[src/rtl/fld_pkg.sv]
`timescale 1ns/1ps
package fld_pkg;
    typedef enum logic [1:0] {
        ST_ACQUIRE = 2'd0,
        ST_LOCKED  = 2'd1,
        ST_HOLDOFF = 2'd2,
        ST_NOREF   = 2'd3
    } lock_state_e;
endpackage

[src/rtl/fld_edge_sync.sv]
`timescale 1ns/1ps
// Synchronizes an asynchronous level and emits a one-cycle pulse on its rising edge.
module fld_edge_sync #(
    parameter int STAGES = 2
) (
    input  logic clk,
    input  logic rst_n,
    input  logic async_in,
    output logic rise
);
    logic [STAGES:0] pipe;

    always_ff @(posedge clk or negedge rst_n) begin
        if (!rst_n) pipe <= '0;
        else        pipe <= {pipe[STAGES-1:0], async_in};
    end

    assign rise = pipe[STAGES-1] & ~pipe[STAGES];
endmodule

[src/rtl/fld_ref_watch.sv]
`timescale 1ns/1ps
// Counts monitor cycles since the last reference edge; flags a timeout.
module fld_ref_watch #(
    parameter int MISS_LIMIT = 64
) (
    input  logic clk,
    input  logic rst_n,
    input  logic ref_rise,
    output logic expired
);
    localparam int MW = $clog2(MISS_LIMIT + 1);
    localparam logic [MW-1:0] LIM = MW'(MISS_LIMIT);

    logic [MW-1:0] miss_cnt;

    always_ff @(posedge clk or negedge rst_n) begin
        if (!rst_n)            miss_cnt <= '0;
        else if (ref_rise)     miss_cnt <= '0;
        else if (miss_cnt != LIM) miss_cnt <= miss_cnt + MW'(1);
    end

    assign expired = !ref_rise && (miss_cnt == LIM);
endmodule

[src/rtl/fld_window_meter.sv]
`timescale 1ns/1ps
// Counts reference and recovered edges over one window and grades the result.
module fld_window_meter #(
    parameter int WIN_LOG2 = 10,
    parameter int RATIO    = 1,
    parameter int TOL_BASE = 2
) (
    input  logic       clk,
    input  logic       rst_n,
    input  logic       clear,
    input  logic       ref_rise,
    input  logic       rec_rise,
    input  logic [1:0] tol_sel,
    output logic       win_done,
    output logic       in_range
);
    localparam int WIN     = 1 << WIN_LOG2;
    localparam int EXP_CNT = WIN * RATIO;
    localparam int REF_W   = WIN_LOG2;
    localparam int REC_W   = $clog2(2 * EXP_CNT + 2);
    localparam logic [REF_W-1:0] REF_LAST = REF_W'(WIN - 1);
    localparam logic [REC_W:0]   EXPECT_V = (REC_W+1)'(EXP_CNT);
    localparam logic [REC_W:0]   TOL_V    = (REC_W+1)'(TOL_BASE);

    logic [REF_W-1:0] ref_cnt;
    logic [REC_W-1:0] rec_cnt;
    logic [REC_W:0]   total;
    logic [REC_W:0]   dev;
    logic [REC_W:0]   tol;

    assign win_done = ref_rise && (ref_cnt == REF_LAST);
    assign total    = {1'b0, rec_cnt} + {{REC_W{1'b0}}, rec_rise};
    assign dev      = (total >= EXPECT_V) ? (total - EXPECT_V) : (EXPECT_V - total);
    assign tol      = TOL_V << tol_sel;
    assign in_range = (dev <= tol);

    always_ff @(posedge clk or negedge rst_n) begin
        if (!rst_n) begin
            ref_cnt <= '0;
            rec_cnt <= '0;
        end else if (clear || win_done) begin
            ref_cnt <= '0;
            rec_cnt <= '0;
        end else begin
            if (ref_rise)
                ref_cnt <= ref_cnt + REF_W'(1);
            if (rec_rise && (rec_cnt != {REC_W{1'b1}}))
                rec_cnt <= rec_cnt + REC_W'(1);
        end
    end
endmodule

[src/rtl/freq_lock_detector.sv]
`timescale 1ns/1ps
// Frequency lock detector: window comparison against a reference, with
// tolerance select, reference-loss timeout and hold-off before each relock.
module freq_lock_detector
    import fld_pkg::*;
#(
    parameter int WIN_LOG2   = 10,
    parameter int RATIO      = 1,
    parameter int TOL_BASE   = 2,
    parameter int MISS_LIMIT = 64,
    parameter int SYNC_STAGES = 2
) (
    input  logic       clk,
    input  logic       rst_n,
    input  logic       ref_clk_in,
    input  logic       rec_clk_in,
    input  logic [1:0] tol_sel,
    output logic       lock
);
    lock_state_e state_q, state_d;
    logic ref_rise, rec_rise;
    logic ref_expired;
    logic win_done, in_range;
    logic meter_clear;

    fld_edge_sync #(.STAGES(SYNC_STAGES)) u_ref_sync (
        .clk(clk), .rst_n(rst_n), .async_in(ref_clk_in), .rise(ref_rise)
    );

    fld_edge_sync #(.STAGES(SYNC_STAGES)) u_rec_sync (
        .clk(clk), .rst_n(rst_n), .async_in(rec_clk_in), .rise(rec_rise)
    );

    fld_ref_watch #(.MISS_LIMIT(MISS_LIMIT)) u_watch (
        .clk(clk), .rst_n(rst_n), .ref_rise(ref_rise), .expired(ref_expired)
    );

    assign meter_clear = (state_q == ST_NOREF) || ref_expired;

    fld_window_meter #(
        .WIN_LOG2(WIN_LOG2), .RATIO(RATIO), .TOL_BASE(TOL_BASE)
    ) u_meter (
        .clk(clk), .rst_n(rst_n), .clear(meter_clear),
        .ref_rise(ref_rise), .rec_rise(rec_rise), .tol_sel(tol_sel),
        .win_done(win_done), .in_range(in_range)
    );

    // State register
    always_ff @(posedge clk or negedge rst_n) begin
        if (!rst_n) state_q <= ST_ACQUIRE;
        else        state_q <= state_d;
    end

    // Next-state logic
    always_comb begin
        state_d = state_q;
        unique case (state_q)
            ST_ACQUIRE: begin
                if (ref_expired)   state_d = ST_NOREF;
                else if (win_done) state_d = in_range ? ST_LOCKED : ST_HOLDOFF;
            end
            ST_LOCKED: begin
                if (ref_expired)   state_d = ST_NOREF;
                else if (win_done && !in_range) state_d = ST_HOLDOFF;
            end
            ST_HOLDOFF: begin
                if (ref_expired)   state_d = ST_NOREF;
                else if (win_done) state_d = ST_LOCKED;
            end
            ST_NOREF: begin
                if (ref_rise)      state_d = ST_ACQUIRE;
            end
            default: state_d = ST_ACQUIRE;
        endcase
    end

    // Output logic
    always_comb begin
        unique case (state_q)
            ST_LOCKED:  lock = 1'b1;
            ST_ACQUIRE: lock = 1'b0;
            ST_HOLDOFF: lock = 1'b0;
            ST_NOREF:   lock = 1'b0;
            default:    lock = 1'b0;
        endcase
    end
endmodule

[config.mk]
export PLATFORM = sky130hd
export DESIGN_NAME = freq_lock_detector
export DESIGN_NICKNAME = d
export VERILOG_FILES = /design/src/rtl/fld_pkg.sv /design/src/rtl/fld_edge_sync.sv /design/src/rtl/fld_ref_watch.sv /design/src/rtl/fld_window_meter.sv /design/src/rtl/freq_lock_detector.sv
export SDC_FILE = /design/constraint.sdc
export NUM_CORES = 1
export LEC_CHECK = 0
export ABC_CLOCK_PERIOD_IN_PS = 5180
export BUFFER_PORTS_ARGS = -buffer_cell sky130_fd_sc_hd__buf_2
export CAP_MARGIN = 10
export CELL_PAD_IN_SITES_DETAIL_PLACEMENT = 2
export CELL_PAD_IN_SITES_GLOBAL_PLACEMENT = 2
export CORE_UTILIZATION = 40
export CTS_BUF_LIST = sky130_fd_sc_hd__clkbuf_8
export CTS_CLUSTER_DIAMETER = 200
export DETAILED_ROUTE_END_ITERATION = 8
export HOLD_SLACK_MARGIN = 0.06
export PLACE_DENSITY = 0.87
export SLEW_MARGIN = 20
export SYNTH_ARGS = -nofsm -noshare
export SYNTH_HDL_FRONTEND = slang
export SYNTH_SLANG_ARGS = --single-unit
[constraint.sdc]
create_clock -name clk -period 5.18 [get_ports clk]
set_input_delay 1.036 -clock clk [delete_from_list [all_inputs] [get_ports clk]]
set_output_delay 1.036 -clock clk [all_outputs]
set_load 0.05 [all_outputs]
==> results of run 1 <==
[worst max-delay path: stages, from the launching register on]
cell       delay, ns
dfrtp_1         0.39
nor2b_2         0.18
ha_1            0.18
ha_2            0.26
nand4_1         0.26
nor3_4          0.33
xor2_2          0.26
ha_1            0.23
nand3_1         0.14
a2111oi_4       0.37
nor3_1          0.10
o21ai_0         0.20
o221ai_1        0.17
xnor2_1         0.18
ha_1            0.34
nand3_1         0.10
nor3b_1         0.21
o22ai_1         0.14
or4_1           0.55
a211oi_2        0.22
[state kept, by name, summed over array words and instances, names as in the netlist]
name	count
u_meter.rec_cnt	12
u_meter.ref_cnt	10
u_watch.miss_cnt	7
u_rec_sync.pipe	3
u_ref_sync.pipe	3
state_q	2
[cells in the final DEF, fill, tap and decap left out, types with 2 or more instances in the layout]
cell type	instances
xor2_1	14
o31ai_1	2
buf_4	4
nor3b_1	2
or4_1	2
dfrtp_1	37
nand4_1	5
xnor2_1	17
nor2_1	43
nor2b_1	2
or3_1	4
nor3_1	9
clkinv_2	2
nand2b_1	6
o2111ai_1	3
and3_1	8
o21a_1	3
nand3_1	21
mux2i_1	2
and2_1	4
o22ai_1	4
and4_1	2
ha_1	14
inv_1	9
buf_2	6
clkbuf_8	5
nand2_1	27
a21oi_1	15
o21ai_0	8
[per-stage QoR]
stage	instances	total power [mW]	worst slack, ns	util
finish	382	1.06	0.293	0.460
global placement	373	0.798	0.387	0.439
global route	382	1.12	0.00855	0.460
CTS	381	1.06	0.0286	0.453
floorplan	301	0.709	0.749	-
detailed placement	373	0.841	0.0781	0.439
[cell families after synthesis]
kind of cell | synth area share
xor gates and xnor gates | 0.110
and+or+nand+nor | 0.278
muxes | 0.00784
AOI/OAI and AO/OA | 0.131
buffers and inverters | 0.0377
DFF | 0.362
adders and majority gates | 0.0735
[routing by layer]
| layer | GRT usage | part of all wire |
|---|---|---|
| met1 | 0.301 | 0.45 |
| met2 | 0.443 | 0.50 |
| met3 | 0.0444 | 0.028 |
| met4 | 0.0877 | 0.026 |
| met5 | 0 | 0 |
[report_power, final]
part           leakage (nW)  internal, mW  switching (mW)
sequential            0.485         0.334          0.0803
combinational         0.695         0.183           0.247
clock                0.0439        0.0931           0.120
total                  1.22         0.610           0.447
[worst paths after layout]
kind                                    start                  to  slack, ns  cells after the start
setup / recovery           u_rec_sync.pipe[2]          state_q[0]       0.29                     19
hold / removal             u_rec_sync.pipe[0]  u_rec_sync.pipe[1]       0.35                      0
setup reg to reg           u_rec_sync.pipe[2]          state_q[0]       0.29                     19
hold reg to reg            u_rec_sync.pipe[0]  u_rec_sync.pipe[1]       0.35                      0
max in group asynchronous               rst_n  u_ref_sync.pipe[1]       3.77                      1
min in group asynchronous               rst_n  u_meter.rec_cnt[4]       0.83                      1
[Yosys cell counts, types with 6 or more instances]
| library cell | count | area share |
|---|---|---|
| dfrtp_1 | 37 | 0.36 |
| nand2_1 | 27 | 0.040 |
| and3_1 | 8 | 0.020 |
| xnor2_1 | 17 | 0.058 |
| nand2b_1 | 6 | 0.015 |
| nor3_1 | 10 | 0.020 |
| nor2_1 | 43 | 0.063 |
| xor2_1 | 15 | 0.051 |
| o21ai_0 | 8 | 0.016 |
| nand3_1 | 21 | 0.041 |
| ha_1 | 15 | 0.073 |
| a21oi_1 | 15 | 0.029 |
| inv_1 | 9 | 0.013 |
[timing repair]
action / in CTS / in global routing
setup buffers: 0 / 1
endpoints found under the setup margin: 0 / 2
resized for setup: 0 / 6
[final cells by class]
type                            count  area share
Inverter                           10      0.0135
Sequential cell                    37       0.334
Multi-Input combinational cell    242       0.566
Clock inverter                      3     0.00632
Tap cell                           75      0.0338
Timing Repair Buffer               10      0.0217
Clock buffer                        5      0.0248
==> run_results.csv, run 1 <==
group,metric,value,unit
global_route,grt_pass1_wl,12300,µm
route,firstDrtPassIters,4,
logic_synthesis,syn_nets,322,
layout,n_fill_cell,704,
logic_synthesis,yosysWarnings,0,
critical_path,worstPathRequired,5.41,ns
die,io_pins,7,
route,wl_per_cell,21.0,µm
layout,areaGrowthSynthToFinish,8.52,%
global_route,grt_max_degree,38,
critical_path,worstSetupEndpointType,"flip-flop",
logic_synthesis,yosysSeqAreaShare,0.362,
timing,period_minus_slack,4.89,ns
outcome,status,"finished clean",
power_and_ir_drop,p_leak,1.22,nW
logic_synthesis,synth.avg_cell_area,8.49,µm²
die,die_h,81.9,µm
clock_network,holdBufCountCts,0,
timing,fin_tns_setup,0,ns
logic_synthesis,async_flop_share,1.00,
clock_network,numCtsBuffers,5,
route,vias,2274,
die,start_util,0.424,
logic_synthesis,ys_seq_elements,37,
place,globalplace.congestion,0.898,
job,cap_viol_max_count,0,
logic_synthesis,synth_edf_count,0,
clock_network,clockBufferDepth,2,
clock_network,clkTransAtPathRegs,0.09,ns
layout,final_cell_area,2770,µm²
route,drtIter0Drc,123,
clock_network,cts_tree,"yes",
timing,hold_violations,0,
clock_network,htreeDepth,2,
hold_path,min_path_type,"flip-flop to flip-flop",
layout,layout-drive-gt1-share,0.101,
critical_path,crit_fanout,8,
logic_synthesis,synthCells,301,
power_and_ir_drop,powerDensity,381,nW/µm²
layout,nets,327,
critical_path,critPathKind,"flip-flop to flip-flop",
die,fp.dieArea,6710,µm²
die,coreArea,6030,µm²
die,fp-row-count,28,
clock_network,clk_latency,0.31,ns
global_route,grt_pass1_vias,2410,
place,numPortBuffers,6,
global_route,antenna_found_initial,0,
route,routed_wl,8020,µm
timing,fin_crit_sh,0.943,
place,hpwl,5560,µm
timing,fin_skew,0.0169,ns
logic_synthesis,synth_ff_type,"dfrtp_1",
layout,n_antenna_cell,0,
critical_path,cp.arrival,5.12,ns
timing,relSlewSlack,0.405,
timing,drv_slew,0,
critical_path,cp-start-kind,"flip-flop",
clock_network,cts_sinks,37,
route,drc_errors,0,
timing,fmax,205,MHz
route,final_antenna_net_count,0,
route,via_per_inst,5.95,
logic_synthesis,netlist_area,2550,µm²
layout,multi_input_area,1570,µm²
global_route,grt_usage,0.250,
timing,worstMarginPinSlew,0.892,ns
layout,register_area,926,µm²
global_route,overflow,0,
timing,rsz0062_at_grt,"false",
power_and_ir_drop,peakVddDrop,0.177,mV
timing,whs,0.351,ns
place,dpl_cell_area,2640,µm²
clock_network,root_buffer,"clkbuf_8",
die,die_x,81.9,µm
timing,setup_viol,0,
logic_synthesis,synth_cell_types,51,
No activity file was read; power rests on OpenSTA's default activity.
==> run 2, diff against run 1 <==
Settings changed: CTS_CLUSTER_DIAMETER 200 to 80, PLACE_DENSITY 0.87 to default, PLACE_DENSITY_LB_ADDON from default to 0.05, SLEW_MARGIN 20 to 10.
==> run 2 against run 1 <==
  * Maximum frequency increased by 3.4%
  * Flip-flop and latch count unchanged
  * Non-clock buffer count fell by 1
  * Combinational power is 2% lower
  * Core utilization is 0.062 points lower
  * Clock power fell by 2%
  * Final cell count fell by 0.52%
  * Global-route usage down 1.9 points
  * Routed wire length fell by 13%
  * Largest power group unchanged
  * Clock skew shrank 0.0036 ns
  * Critical endpoint unchanged
  * Sequential power down 2%
  * Largest cell class unchanged
  * Final area shrank 0.14%
==> run_results.csv, run 2 (synthesized netlist as in run 1, its figures left out) <==
group,metric,value,unit
global_route,grtUsageMet2,0.389,
critical_path,worst_path_most_repeated_cell,"ha_1",
die,start_util,0.424,
route,drc_errors,0,
critical_path,rr_worst_depth,19,
timing,relSlewSlack,0.424,
route,via_per_inst,5.86,
clock_network,root_buffer,"clkbuf_8",
timing,worstMarginPinSlew,0.865,ns
critical_path,worst_path_max_delay_cell,"or4_1",
layout,layout-drive-gt1-share,0.0951,
die,die_x,81.9,µm
layout,reg_top3,"u_meter.rec_cnt (12), u_meter.ref_cnt (10), u_watch.miss_cnt (7)",
job,cap_viol_max_count,0,
power_and_ir_drop,powerDensity,375,nW/µm²
critical_path,r2r-start,"u_rec_sync.pipe[1]",
route,final_antenna_net_count,0,
clock_network,holdBufCountCts,0,
layout,regMostFlops,"u_meter.rec_cnt",
place,hpwl,5220,µm
place,globalplace.congestion,0.817,
critical_path,crit_chain,"nor2b_2 -> ha_1 -> ha_1 -> nand4_1 -> nor3_4 -> xor2_2 -> ha_1 -> nand3_1 -> a2111oi_4 -> nor3_1 -> o21ai_0 -> o221ai_1 -> xnor2_1 -> ha_1 -> nand3_1 -> nor3b_1 -> o22ai_1 -> or4_1 -> a211oi_2",
layout,layout_commonest_cell,"nor2_1",
hold_path,holdPathStages,0,
die,coreArea,6030,µm²
critical_path,crit_fanout,8,
global_route,antenna_found_initial,0,
die,fp-row-count,28,
hold_path,holdPathEnd,"u_ref_sync.pipe[1]",
timing,fmax,212,MHz
layout,final_cell_mix,"nor2_1 (42), dfrtp_1 (37), nand2_1 (27), nand3_1 (21), xnor2_1 (17)",
critical_path,worstSetupEndpointType,"flip-flop",
place,dpl_cell_area,2640,µm²
place,numPortBuffers,6,
critical_path,timing.rr.end,"state_q[0]",
route,routed_wl,6960,µm
critical_path,cpPeakStageDelay,0.55,ns
die,die_h,81.9,µm
clock_network,clkTransAtPathRegs,0.08,ns
timing,fin_tns_setup,0,ns
timing,rsz0062_at_grt,"false",
timing,setup_viol,0,
timing,whs,0.350,ns
layout,largest_reg_flops,12,
layout,nets,326,
timing,fin_skew,0.0133,ns
place,pre_cts_ws,0.0762,ns
layout,n_antenna_cell,0,
timing,hold_violations,0,
timing,drv_slew,0,
clock_network,cts_sinks,37,
layout,final_cell_area,2770,µm²
clock_network,numCtsBuffers,5,
critical_path,cp-start-kind,"flip-flop",
clock_network,clockBufferDepth,2,
outcome,status,"finished clean",
global_route,busiest_layer,"met2",
critical_path,worstPathRequired,5.40,ns
global_route,grt_use_met3,0.0344,
critical_path,critPathKind,"flip-flop to flip-flop",
critical_path,regToRegSetupSlack,0.45,ns
route,drtIter0Drc,86,
critical_path,crit_start,"u_rec_sync.pipe[1]",
clock_network,cts_tree,"yes",
route,wl_per_cell,18.3,µm
power_and_ir_drop,peakVddDrop,0.242,mV
route,firstDrtPassIters,4,
die,io_pins,7,
global_route,grt_max_degree,38,
global_route,grt_pass1_wl,11600,µm
critical_path,cp.arrival,4.95,ns
global_route,overflow,0,
route,vias,2227,
power_and_ir_drop,p_leak,1.22,nW
timing,fin_crit_sh,0.912,
global_route,grt_usage,0.231,
timing,period_minus_slack,4.73,ns
hold_path,min_path_type,"flip-flop to flip-flop",
global_route,grt_pass1_vias,2277,
clock_network,clk_latency,0.29,ns
hold_path,worstHoldStart,"u_ref_sync.pipe[0]",
die,fp.dieArea,6710,µm²
timing,postLayoutSetupSlackWorst,0.454,ns
layout,areaGrowthSynthToFinish,8.37,%
global_route,gr-usage-met1,0.309,
layout,fin_util,0.460,
clock_network,htreeDepth,2,
-- run 2: worst max-delay path by stage --
stage | end | cells past startpoint
floorplan | state_q[0] | 21
global placement | state_q[0] | 20
detailed placement | state_q[0] | 20
CTS | state_q[0] | 20
global route | state_q[0] | 19
finish | state_q[0] | 19
-- run 2: repair_timing --
item | in CTS | in global routing
buffers inserted | 0 | 0
endpoints found under the setup margin | 0 | 2
gates resized for setup | 0 | 6
-- run 2: cell type report --
| cell class | instances | area, µm² |
|---|---|---|
| Fill cell | 676 | 3260 |
| Sequential cell | 37 | 926 |
| Clock buffer | 6 | 82.6 |
| Timing Repair Buffer | 9 | 52.6 |
| Clock inverter | 1 | 7.51 |
| Tap cell | 75 | 93.8 |
| Multi-Input combinational cell | 242 | 1570 |
| Inverter | 10 | 37.5 |
-- run 2: stage by stage --
step	instances	power [mW]
after detailed placement	373	0.834
final	380	1.04
after floorplan	301	0.709
after CTS	380	1.05
after global routing	380	1.12
after global placement	373	0.807
-- run 2: report_power, final --
group	internal (mW)	leakage [nW]	switching (mW)	total, mW
Clock	0.105	0.0433	0.104	0.209
Sequential	0.334	0.485	0.0719	0.406
Combinational	0.187	0.693	0.237	0.423
-- run 2: per-layer routing --
metal  part of all wire  vias up
li1                   -     1060
met1               0.49     1119
met2               0.47       35
met3              0.023       13
met4              0.015        0
met5                  0        -
-- run 2: worst max-delay path, delay by kind of cell (launching register included) --
family | cells | cell delay, ns
XOR/XNOR | 2 | 0.41
flip-flops | 1 | 0.35
AND/OR/NAND/NOR | 8 | 1.83
AO/OA/AOI/OAI | 5 | 1.05
adder cells (fa/ha/maj) | 4 | 1.00
==> run 3, diff against run 2 <==
Settings changed: RECOVER_POWER from default to 25.
==> run 3 against run 2 <==
  * The flow now finishes with violations (capacitance limit, slew limit)
  * Core utilization decreased by 0.083 points
  * Non-clock buffer count did not move
  * Clock skew barely moved
  * Sequential power about the same
  * Routed wire length shrank 0.11%
  * Global-route usage stayed put
  * Flip-flop and latch count is the same
  * Combinational power barely moved
  * Final area is 0.18% lower
  * Count of clock-buffer cells in the layout unchanged
  * Critical path type unchanged
  * Critical endpoint unchanged
  * Largest power group unchanged
  * Highest routed layer unchanged
==> run_results.csv, run 3 (synthesized netlist as in run 1, its figures left out) <==
group,metric,value,unit
outcome,status,"complete, but fails checks",
outcome,violations,"capacitance limit, slew limit",
layout,n_antenna_cell,0,
clock_network,clockBufferDepth,2,
route,firstDrtPassIters,4,
route,drc_errors,0,
clock_network,root_buffer,"clkbuf_8",
layout,reg_top3,"u_meter.rec_cnt (12), u_meter.ref_cnt (10), u_watch.miss_cnt (7)",
global_route,grt_max_degree,38,
critical_path,cp.arrival,4.94,ns
critical_path,cp-start-kind,"flip-flop",
die,die_x,81.9,µm
power_and_ir_drop,clkPwrFrac,0.201,
die,coreArea,6030,µm²
die,start_util,0.424,
power_and_ir_drop,p_leak,1.21,nW
critical_path,crit_fanout,8,
layout,nets,326,
die,die_h,81.9,µm
layout,final_cell_area,2760,µm²
global_route,overflow,0,
power_and_ir_drop,peakVddDrop,0.243,mV
layout,layout_commonest_cell,"nor2_1",
global_route,grt_usage,0.231,
timing,drv_slew,38,
clock_network,htreeDepth,2,
timing,worstMarginPinSlew,2.06,ns
hold_path,min_path_type,"flip-flop to flip-flop",
clock_network,cts_tree,"yes",
clock_network,holdBufCountCts,0,
clock_network,numCtsBuffers,5,
layout,regMostFlops,"u_meter.rec_cnt",
route,routed_wl,6950,µm
clock_network,clkTransAtPathRegs,0.08,ns
place,numPortBuffers,6,
timing,hold_violations,0,
timing,rsz0062_at_grt,"false",
route,final_antenna_net_count,0,
timing,relSlewSlack,-0.374,
critical_path,critPathKind,"flip-flop to flip-flop",
place,globalplace.congestion,0.817,
layout,areaGrowthSynthToFinish,8.18,%
hold_path,worstHoldStart,"u_ref_sync.pipe[0]",
critical_path,rr_worst_depth,19,
power_and_ir_drop,seqPwrFrac,0.391,
hold_path,holdPathStages,0,
critical_path,worstPathRequired,5.40,ns
layout,layout-drive-gt1-share,0.0885,
critical_path,timing.rr.end,"state_q[0]",
die,fp-row-count,28,
power_and_ir_drop,powerDensity,375,nW/µm²
job,cap_viol_max_count,1,
layout,final_cell_mix,"nor2_1 (42), dfrtp_1 (37), nand2_1 (27), nand3_1 (21), xnor2_1 (17)",
global_route,grt_pass1_vias,2277,
power_and_ir_drop,p_sw,412,µW
critical_path,worstSetupEndpointType,"flip-flop",
route,vias,2215,
route,wl_per_cell,18.3,µm
hold_path,holdPathEnd,"u_ref_sync.pipe[1]",
place,dpl_cell_area,2640,µm²
power_and_ir_drop,p_int,625,µW
power_and_ir_drop,switching_share,0.397,
timing,fin_tns_setup,0,ns
route,via_per_inst,5.83,
timing,fin_crit_sh,0.912,
global_route,antenna_found_initial,0,
timing,fmax,212,MHz
timing,period_minus_slack,4.72,ns
route,drtIter0Drc,87,
critical_path,regToRegSetupSlack,0.46,ns
timing,fin_skew,0.0130,ns
place,hpwl,5220,µm
clock_network,clk_latency,0.29,ns
power_and_ir_drop,pwr-share-comb,0.407,
layout,largest_reg_flops,12,
global_route,grt_pass1_wl,11600,µm
die,fp.dieArea,6710,µm²
die,io_pins,7,
clock_network,cts_sinks,37,
timing,setup_viol,0,
critical_path,r2r-start,"u_rec_sync.pipe[1]",
run 3: metrics by stage:
step,util,hold WS [ns],std cells,setup slack (ns),power [mW]
after floorplan,-,0.331,301,0.749,0.709
after global placement,0.439,0.333,373,0.391,0.807
after detailed placement,0.439,0.336,373,0.0762,0.834
after CTS,0.453,0.353,380,0.0524,1.05
after global routing,0.459,0.369,380,0.0386,1.12
final,0.459,0.350,380,0.457,1.04
run 3: worst max-delay path by stage:
stage	end	depth (start not counted)	from	slack [ns]
2_1_floorplan	state_q[0]	21	u_rec_sync.pipe[2]	0.75
3_3_place_gp	state_q[0]	20	u_rec_sync.pipe[2]	0.39
3_5_place_dp	state_q[0]	20	u_rec_sync.pipe[1]	0.08
4_1_cts	state_q[0]	20	u_rec_sync.pipe[1]	0.05
5_1_grt	state_q[0]	19	u_rec_sync.pipe[1]	0.04
6_report	state_q[0]	19	u_rec_sync.pipe[1]	0.46
run 3: power groups by stage:
stage / logic (mW) / registers, mW / clock network, mW
final: 0.422 / 0.406 / 0.209
after global routing: 0.479 / 0.418 / 0.226
after CTS: 0.426 / 0.406 / 0.217
after detailed placement: 0.422 / 0.413 / 0
after global placement: 0.401 / 0.406 / 0
after floorplan: 0.334 / 0.376 / 0
run 3: final cells by class:
type,instances,area (µm²)
Sequential cell,37,926
Clock buffer,6,82.6
Tap cell,75,93.8
Fill cell,677,3260
Clock inverter,1,7.51
Multi-Input combinational cell,242,1570
Timing Repair Buffer,9,47.5
Inverter,10,37.5
run 3: what timing repair did:
| item | 4_1_cts | 5_1_grt |
|---|---|---|
| setup buffers | 0 | 0 |
| endpoints found under the setup margin | 0 | 2 |
| gates resized for setup | 0 | 6 |
run 3: critical path, cell delays in order, from the launching register on:
cell	delay (ns)
dfrtp_1	0.35
nor2b_2	0.23
ha_1	0.19
ha_1	0.30
nand4_1	0.25
nor3_4	0.28
xor2_2	0.26
ha_1	0.20
nand3_1	0.11
a2111oi_4	0.37
nor3_1	0.11
o21ai_0	0.17
o221ai_1	0.16
xnor2_1	0.15
ha_1	0.32
nand3_1	0.09
nor3b_1	0.21
o22ai_1	0.13
or4_1	0.55
a211oi_2	0.22
run 3: layer usage:
layer	track usage	wire length (µm)
met5	0	0
met4	0.0579	97
met3	0.0344	155
met2	0.389	3280
met1	0.309	3420
